$ cat src/rtl/rob_cap_pkg.sv
package rob_cap_pkg;
  typedef enum logic [1:0] {
    POL_GREEDY = 2'd0,
    POL_SPLIT  = 2'd1,
    POL_CAP    = 2'd2,
    POL_BAD    = 2'd3
  } pol_e;
endpackage

$ cat src/rtl/rob_limit_calc.sv
module rob_limit_calc
  import rob_cap_pkg::*;
#(
  parameter int NT  = 4,
  parameter int CAP = 64,
  localparam int CW = $clog2(CAP + 1),
  localparam int TW = $clog2(NT + 1)
) (
  input  logic [1:0]             policy_i,
  input  logic [TW-1:0]          cfg_i,
  input  logic [NT-1:0]          active_i,
  input  logic [CW-1:0]          thr_i,
  output logic [NT-1:0][CW-1:0]  lim_o,
  output logic [TW-1:0]          act_cnt_o
);

  localparam logic [CW-1:0] CAP_W = CW'(CAP);

  // constant quotients only; no divider is built
  function automatic logic [CW-1:0] share(input logic [TW-1:0] n);
    logic [CW-1:0] res;
    res = '0;
    for (int k = 1; k <= NT; k++) begin
      if (n == TW'(k)) res = CW'(CAP / k);
    end
    return res;
  endfunction

  logic [NT-1:0] cfg_m;
  logic [NT-1:0] act_m;
  logic [CW-1:0] thr_c;
  logic [CW-1:0] base;

  always_comb begin
    for (int t = 0; t < NT; t++) begin
      cfg_m[t] = (TW'(t) < cfg_i);
    end
    act_m = cfg_m & active_i;
    act_cnt_o = '0;
    for (int t = 0; t < NT; t++) begin
      act_cnt_o = act_cnt_o + TW'(act_m[t]);
    end
  end

  assign thr_c = (thr_i > CAP_W) ? CAP_W : thr_i;

  always_comb begin
    unique case (pol_e'(policy_i))
      POL_GREEDY: base = CAP_W;
      POL_SPLIT:  base = share(cfg_i);
      POL_CAP:    base = thr_c;
      default:    base = '0;
    endcase
  end

  // greedy needs no active-set adjustment, so the single-thread skip is implicit
  always_comb begin
    for (int t = 0; t < NT; t++) begin
      lim_o[t] = cfg_m[t] ? base : '0;
      if (act_m[t]) begin
        if (pol_e'(policy_i) == POL_SPLIT) begin
          lim_o[t] = share(act_cnt_o);
        end else if (pol_e'(policy_i) == POL_CAP && act_cnt_o == TW'(1)) begin
          lim_o[t] = CAP_W;
        end
      end
    end
  end

endmodule

$ cat src/rtl/rob_free_slot.sv
module rob_free_slot #(
  parameter int CAP = 64,
  localparam int CW = $clog2(CAP + 1)
) (
  input  logic [CW-1:0] lim_i,
  input  logic [CW-1:0] occ_i,
  output logic [CW-1:0] free_o
);
  assign free_o = (occ_i >= lim_i) ? '0 : (lim_i - occ_i);
endmodule

$ cat src/rtl/rob_global_free.sv
module rob_global_free #(
  parameter int NT  = 4,
  parameter int CAP = 64,
  localparam int CW = $clog2(CAP + 1),
  localparam int SW = $clog2(NT * CAP + 1)
) (
  input  logic [NT-1:0][CW-1:0] occ_i,
  output logic [CW-1:0]         gfree_o
);
  logic [SW-1:0] sum;

  always_comb begin
    sum = '0;
    for (int t = 0; t < NT; t++) begin
      sum = sum + SW'(occ_i[t]);
    end
  end

  assign gfree_o = (sum >= SW'(CAP)) ? '0 : CW'(SW'(CAP) - sum);
endmodule

$ cat src/rtl/rob_cap_ctrl.sv
module rob_cap_ctrl
  import rob_cap_pkg::*;
#(
  parameter int NT  = 4,
  parameter int CAP = 64,
  localparam int CW = $clog2(CAP + 1),
  localparam int TW = $clog2(NT + 1)
) (
  input  logic              clk_i,
  input  logic              rst_ni,
  input  logic [1:0]        policy_i,
  input  logic [TW-1:0]     cfg_threads_i,
  input  logic [NT-1:0]     active_i,
  input  logic [CW-1:0]     threshold_i,
  input  logic [NT*CW-1:0]  occ_i,
  output logic [NT*CW-1:0]  limit_o,
  output logic [NT*CW-1:0]  free_o,
  output logic [CW-1:0]     global_free_o,
  output logic [NT-1:0]     stall_o,
  output logic              policy_err_o
);

  logic [NT-1:0][CW-1:0] nxt_lim, lim_q, occ_v, free_v;
  logic [TW-1:0]         act_cnt;
  logic [1:0]            pol_q;
  logic [TW-1:0]         cfg_q;
  logic [NT-1:0]         mask_q;
  logic [CW-1:0]         thr_q;
  logic                  first_q, err_q;
  logic                  chg, legal, load;

  assign occ_v = occ_i;

  rob_limit_calc #(.NT(NT), .CAP(CAP)) u_calc (
    .policy_i (policy_i),
    .cfg_i    (cfg_threads_i),
    .active_i (active_i),
    .thr_i    (threshold_i),
    .lim_o    (nxt_lim),
    .act_cnt_o(act_cnt)
  );

  assign chg   = first_q | (policy_i != pol_q) | (cfg_threads_i != cfg_q) |
                 (active_i != mask_q) | (threshold_i != thr_q);
  assign legal = (pol_e'(policy_i) != POL_BAD);
  assign load  = chg & legal & (act_cnt != '0);

  always_ff @(posedge clk_i or negedge rst_ni) begin
    if (!rst_ni) begin
      first_q <= 1'b1;
      pol_q   <= '0;
      cfg_q   <= '0;
      mask_q  <= '0;
      thr_q   <= '0;
      err_q   <= 1'b0;
      lim_q   <= '0;
    end else begin
      first_q <= 1'b0;
      pol_q   <= policy_i;
      cfg_q   <= cfg_threads_i;
      mask_q  <= active_i;
      thr_q   <= threshold_i;
      err_q   <= ~legal;
      if (load) lim_q <= nxt_lim;
    end
  end

  rob_global_free #(.NT(NT), .CAP(CAP)) u_gfree (
    .occ_i  (occ_v),
    .gfree_o(global_free_o)
  );

  for (genvar t = 0; t < NT; t++) begin : g_slot
    rob_free_slot #(.CAP(CAP)) u_free (
      .lim_i (lim_q[t]),
      .occ_i (occ_v[t]),
      .free_o(free_v[t])
    );
    assign stall_o[t] = (free_v[t] == '0) | (global_free_o == '0);

    p_unconf_zero_r4: assert property (@(posedge clk_i) disable iff (!rst_ni)
      (load && (TW'(t) >= cfg_threads_i)) |=> (lim_q[t] == '0));
    p_lim_bound_r3: assert property (@(posedge clk_i) disable iff (!rst_ni)
      lim_q[t] <= CW'(CAP));
    p_free_le_lim_r9: assert property (@(posedge clk_i) disable iff (!rst_ni)
      free_v[t] <= lim_q[t]);
  end

  assign limit_o      = lim_q;
  assign free_o       = free_v;
  assign policy_err_o = err_q;

  p_bad_hold_r7: assert property (@(posedge clk_i) disable iff (!rst_ni)
    (chg && !legal) |=> $stable(lim_q));
  p_idle_hold_r8: assert property (@(posedge clk_i) disable iff (!rst_ni)
    (chg && act_cnt == '0) |=> $stable(lim_q));
  p_quiet_hold_r6: assert property (@(posedge clk_i) disable iff (!rst_ni)
    !chg |=> $stable(lim_q));
  p_full_stall_r11: assert property (@(posedge clk_i) disable iff (!rst_ni)
    (global_free_o == '0) |-> (&stall_o));

endmodule

$ cat config.mk
export PLATFORM = sky130hd
export DESIGN_NAME = rob_cap_ctrl
export DESIGN_NICKNAME = d
export VERILOG_FILES = /design/src/rtl/rob_cap_pkg.sv /design/src/rtl/rob_limit_calc.sv /design/src/rtl/rob_free_slot.sv /design/src/rtl/rob_global_free.sv /design/src/rtl/rob_cap_ctrl.sv
export SDC_FILE = /design/constraint.sdc
export NUM_CORES = 1
export LEC_CHECK = 0
export BUFFER_PORTS_ARGS = -buffer_cell sky130_fd_sc_hd__buf_2
export CAP_MARGIN = 10
export CORE_ASPECT_RATIO = 0.8
export CORE_MARGIN = 1
export CORE_UTILIZATION = 59
export CTS_CLUSTER_SIZE = 16
export DETAILED_ROUTE_END_ITERATION = 16
export PLACE_DENSITY = 0.9
export SYNTH_ARGS = -nofsm -noshare
export SYNTH_HDL_FRONTEND = slang
export SYNTH_SLANG_ARGS = --single-unit
$ cat constraint.sdc
create_clock -name clk_i -period 11.9 [get_ports clk_i]
set_input_delay 1.19 -clock clk_i [delete_from_list [all_inputs] [get_ports clk_i]]
set_output_delay 1.19 -clock clk_i [all_outputs]
set_load 0.01 [all_outputs]
==> reports/summary.txt <==
status -> finished, final reports clean
GP Congestion -> 0.954
layout cells sized above 1 -> 22.0%
Vias -> 4254
Die Area -> 0.00801 mm²
Post-Synthesis Cells -> 522
nets@finish -> 737
main flop type after synthesis -> dfrtp_1
PortBufs -> 113
Layout Skew -> 8.45 ps
post-synthesis sequential area ratio -> 25.5%
Die W -> 99.8 µm
antenna-violating nets left -> 0
clock root buffer master -> clkbuf_8
WS Path Type -> in2out
Detailed Route Iter0 Violations -> 340
clock sinks -> 46
worst-case vdd ir drop -> 0.116 mV
global route overflow -> 0
setup repair bufs after CTS -> 0
Slew Viols, Final -> 0
WL/cell -> 16.1 µm
CTS buffer count -> 5
drt pass-1 iters -> 6
# rows -> 28
slowest CP cell -> a21oi_1
worst hold path type -> reg2reg
Synthesized Nets -> 627
met1 wire length -> 5.34 mm
top-count cell post-synth -> inv_1
met3 wire len -> 752 µm
Starting Density -> 61.1%
design area -> 0.00524 mm²
initial antenna violation count -> 0
Startpoint Class -> primary input
Reg clk slew, reported paths -> 90 ps
hpwl dp -> 9.75 mm
RSZ-0062 raised after global routing -> no
Max-slew headroom -> 32.6%
Tmin final -> 6270 ps
most frequent cell on the critical path -> a21oi_1
final period utilization -> 52.7%
DP Area -> 0.00515 mm²
Die Y -> 80.3 µm
share of synthesized flip-flops with an asynchronous set or reset -> 100%
largest net degree at the start of global routing -> 47
worst skew pair latency -> 300 ps
CTS resizes -> 0
Max Fclk -> 0.159 GHz
Synth area leader -> dfrtp_1
Hold Buf Count CTS -> 0
WL met2 -> 5.57 mm
Final Hold Vio Count -> 0
Global Route Usage Sum -> 29.9%
Worst path max stage delay -> 530 ps
# IOs -> 114
Power Dens Cells -> 147 mW/mm²
Routed WL -> 11.9 mm
arrival time worst endpoint -> 5080 ps
Synth top area share -> 24.9%
dominant cells by area after synthesis -> dfrtp_1, ha_1, xnor2_1, fa_1, inv_1
Req. time, crit path -> 10710 ps
crit path max fanout -> 8
routed vias/inst -> 5.76
synth unique cells -> 55
LEAKAGE -> 2.72 nW
Mapped Area -> 0.00452 mm²
diodes inserted -> 0
setup_tns -> 0 ps
H-tree depth -> 2
Setup crit end kind -> output port
# DRC -> 0
Core ar. -> 0.00739 mm²
Synth Warn # -> 0
highest routed layer -> met4
CTS max path bufs -> 2
setup violators final -> 0
CTS tree -> yes
synthesized flop and latch total -> 46
most frequent cells after synthesis -> inv_1, nor2_1, dfrtp_1, ha_1, xnor2_1
worst-margin pin slew -> 1010 ps
Max Cap Violations -> 0
Mean Syn Cell Area -> 8.66 µm²
Layout area overhead -> 16.0%
number of enable flip-flop cells after synthesis -> 0
vias in the first global route -> 3926
crit path cell chain -> buf_2, ha_1, fa_1, a21o_1, a21oi_1, o21bai_1, a21oi_1, xor2_1, fa_1, inv_1, ha_1, nor4_1, o31ai_2, a21oi_1, o311ai_0, buf_2
first-pass GRT wire length -> 18.6 mm
## registers in the layout, summed over array words and instances (netlist names)
register	count
pol_q	2
thr_q	7
first_q	1
mask_q	4
policy_err_o	1
limit_o	28
cfg_q	3
## path summary, 6_finish.rpt
kind	to	slack, ps	startpoint	cells past startpoint
max	stall_o[1]	5630	occ_i[0]	16
min	limit_o[12]$_DFFE_PN0P_	540	limit_o[12]$_DFFE_PN0P_	1
max reg2reg	limit_o[3]$_DFFE_PN0P_	9850	cfg_q[1]$_DFF_PN0_	6
min reg2reg	limit_o[12]$_DFFE_PN0P_	540	limit_o[12]$_DFFE_PN0P_	1
max in group asynchronous	limit_o[1]$_DFFE_PN0P_	10210	rst_ni	1
min in group asynchronous	mask_q[3]$_DFF_PN0_	1060	rst_ni	1
## worst max-delay path: cells and delay by family
| kind | cells | cell delay [ps] |
|---|---|---|
| xor+xnor | 1 | 110 |
| fa+ha+maj | 4 | 1300 |
| simple gates | 1 | 440 |
| compound gates | 7 | 1690 |
| buf+inv | 3 | 340 |
## final cells by class
class	count	area, µm²
multi-input cells	399	3050
fillers	587	2150
flip-flops and latches	46	1150
repair buffers	114	573
inverters	66	248
well taps	105	131
clock buffers	7	86.3
clock inverters	1	5.00
## through the flow
stage | cells | power [mW] | util [%] | hold WS [ps] | setup WS, ps
2_1_floorplan | 522 | 0.535 | - | 549 | 6360
3_3_place_gp | 730 | 0.655 | 69.7 | 521 | 5860
3_5_place_dp | 730 | 0.671 | 69.7 | 529 | 5660
4_1_cts | 738 | 0.770 | 70.9 | 551 | 5660
5_1_grt | 738 | 0.834 | 70.9 | 570 | 5370
6_report | 738 | 0.773 | 70.9 | 542 | 5630
## placed cells by master (no fill, tap or decap), types with 4 or more instances in the layout
cell type and instances:
buf_2 113, inv_1 66, nor2_1 53, ha_1 45, dfrtp_1 45, xnor2_1 37
nand2_1 29, a21oi_1 28, o21ai_0 17, a21o_1 14, o221ai_1 14, o21a_1 14
fa_1 14, and2_1 13, nor2b_1 12, nand3_1 11, nand4_1 11, nor3_1 8
xor2_1 7, mux2_2 6, clkbuf_8 6, nand3b_1 5, a2111oi_0 4, o21bai_1 4
nor3b_1 4, mux2_4 4
## power by group
part / switching, mW / total (mW) / internal, mW
sequential: 0.0232 / 0.203 / 0.180
combinational: 0.271 / 0.472 / 0.200
clock: 0.0517 / 0.0986 / 0.0469
total: 0.346 / 0.773 / 0.427
## per-layer routing
| metal | up-vias | GRT usage, % |
|---|---|---|
| li1 | 2057 | - |
| met1 | 1993 | 40.2 |
| met2 | 177 | 49.5 |
| met3 | 27 | 5.57 |
| met4 | 0 | 7.79 |
| met5 | - | 0 |
## logic make-up after synthesis
family          count (synthesis)  share of synthesized area, %
xor+xnor                       44                          8.53
simple gates                  162                          18.1
mux                            10                          2.82
buf+inv                        77                          7.06
flops                          46                          25.5
other cells                     1                        0.0830
compound gates                123                          19.2
fa+ha+maj                      59                          18.7
(Power assumes the default switching activity.)
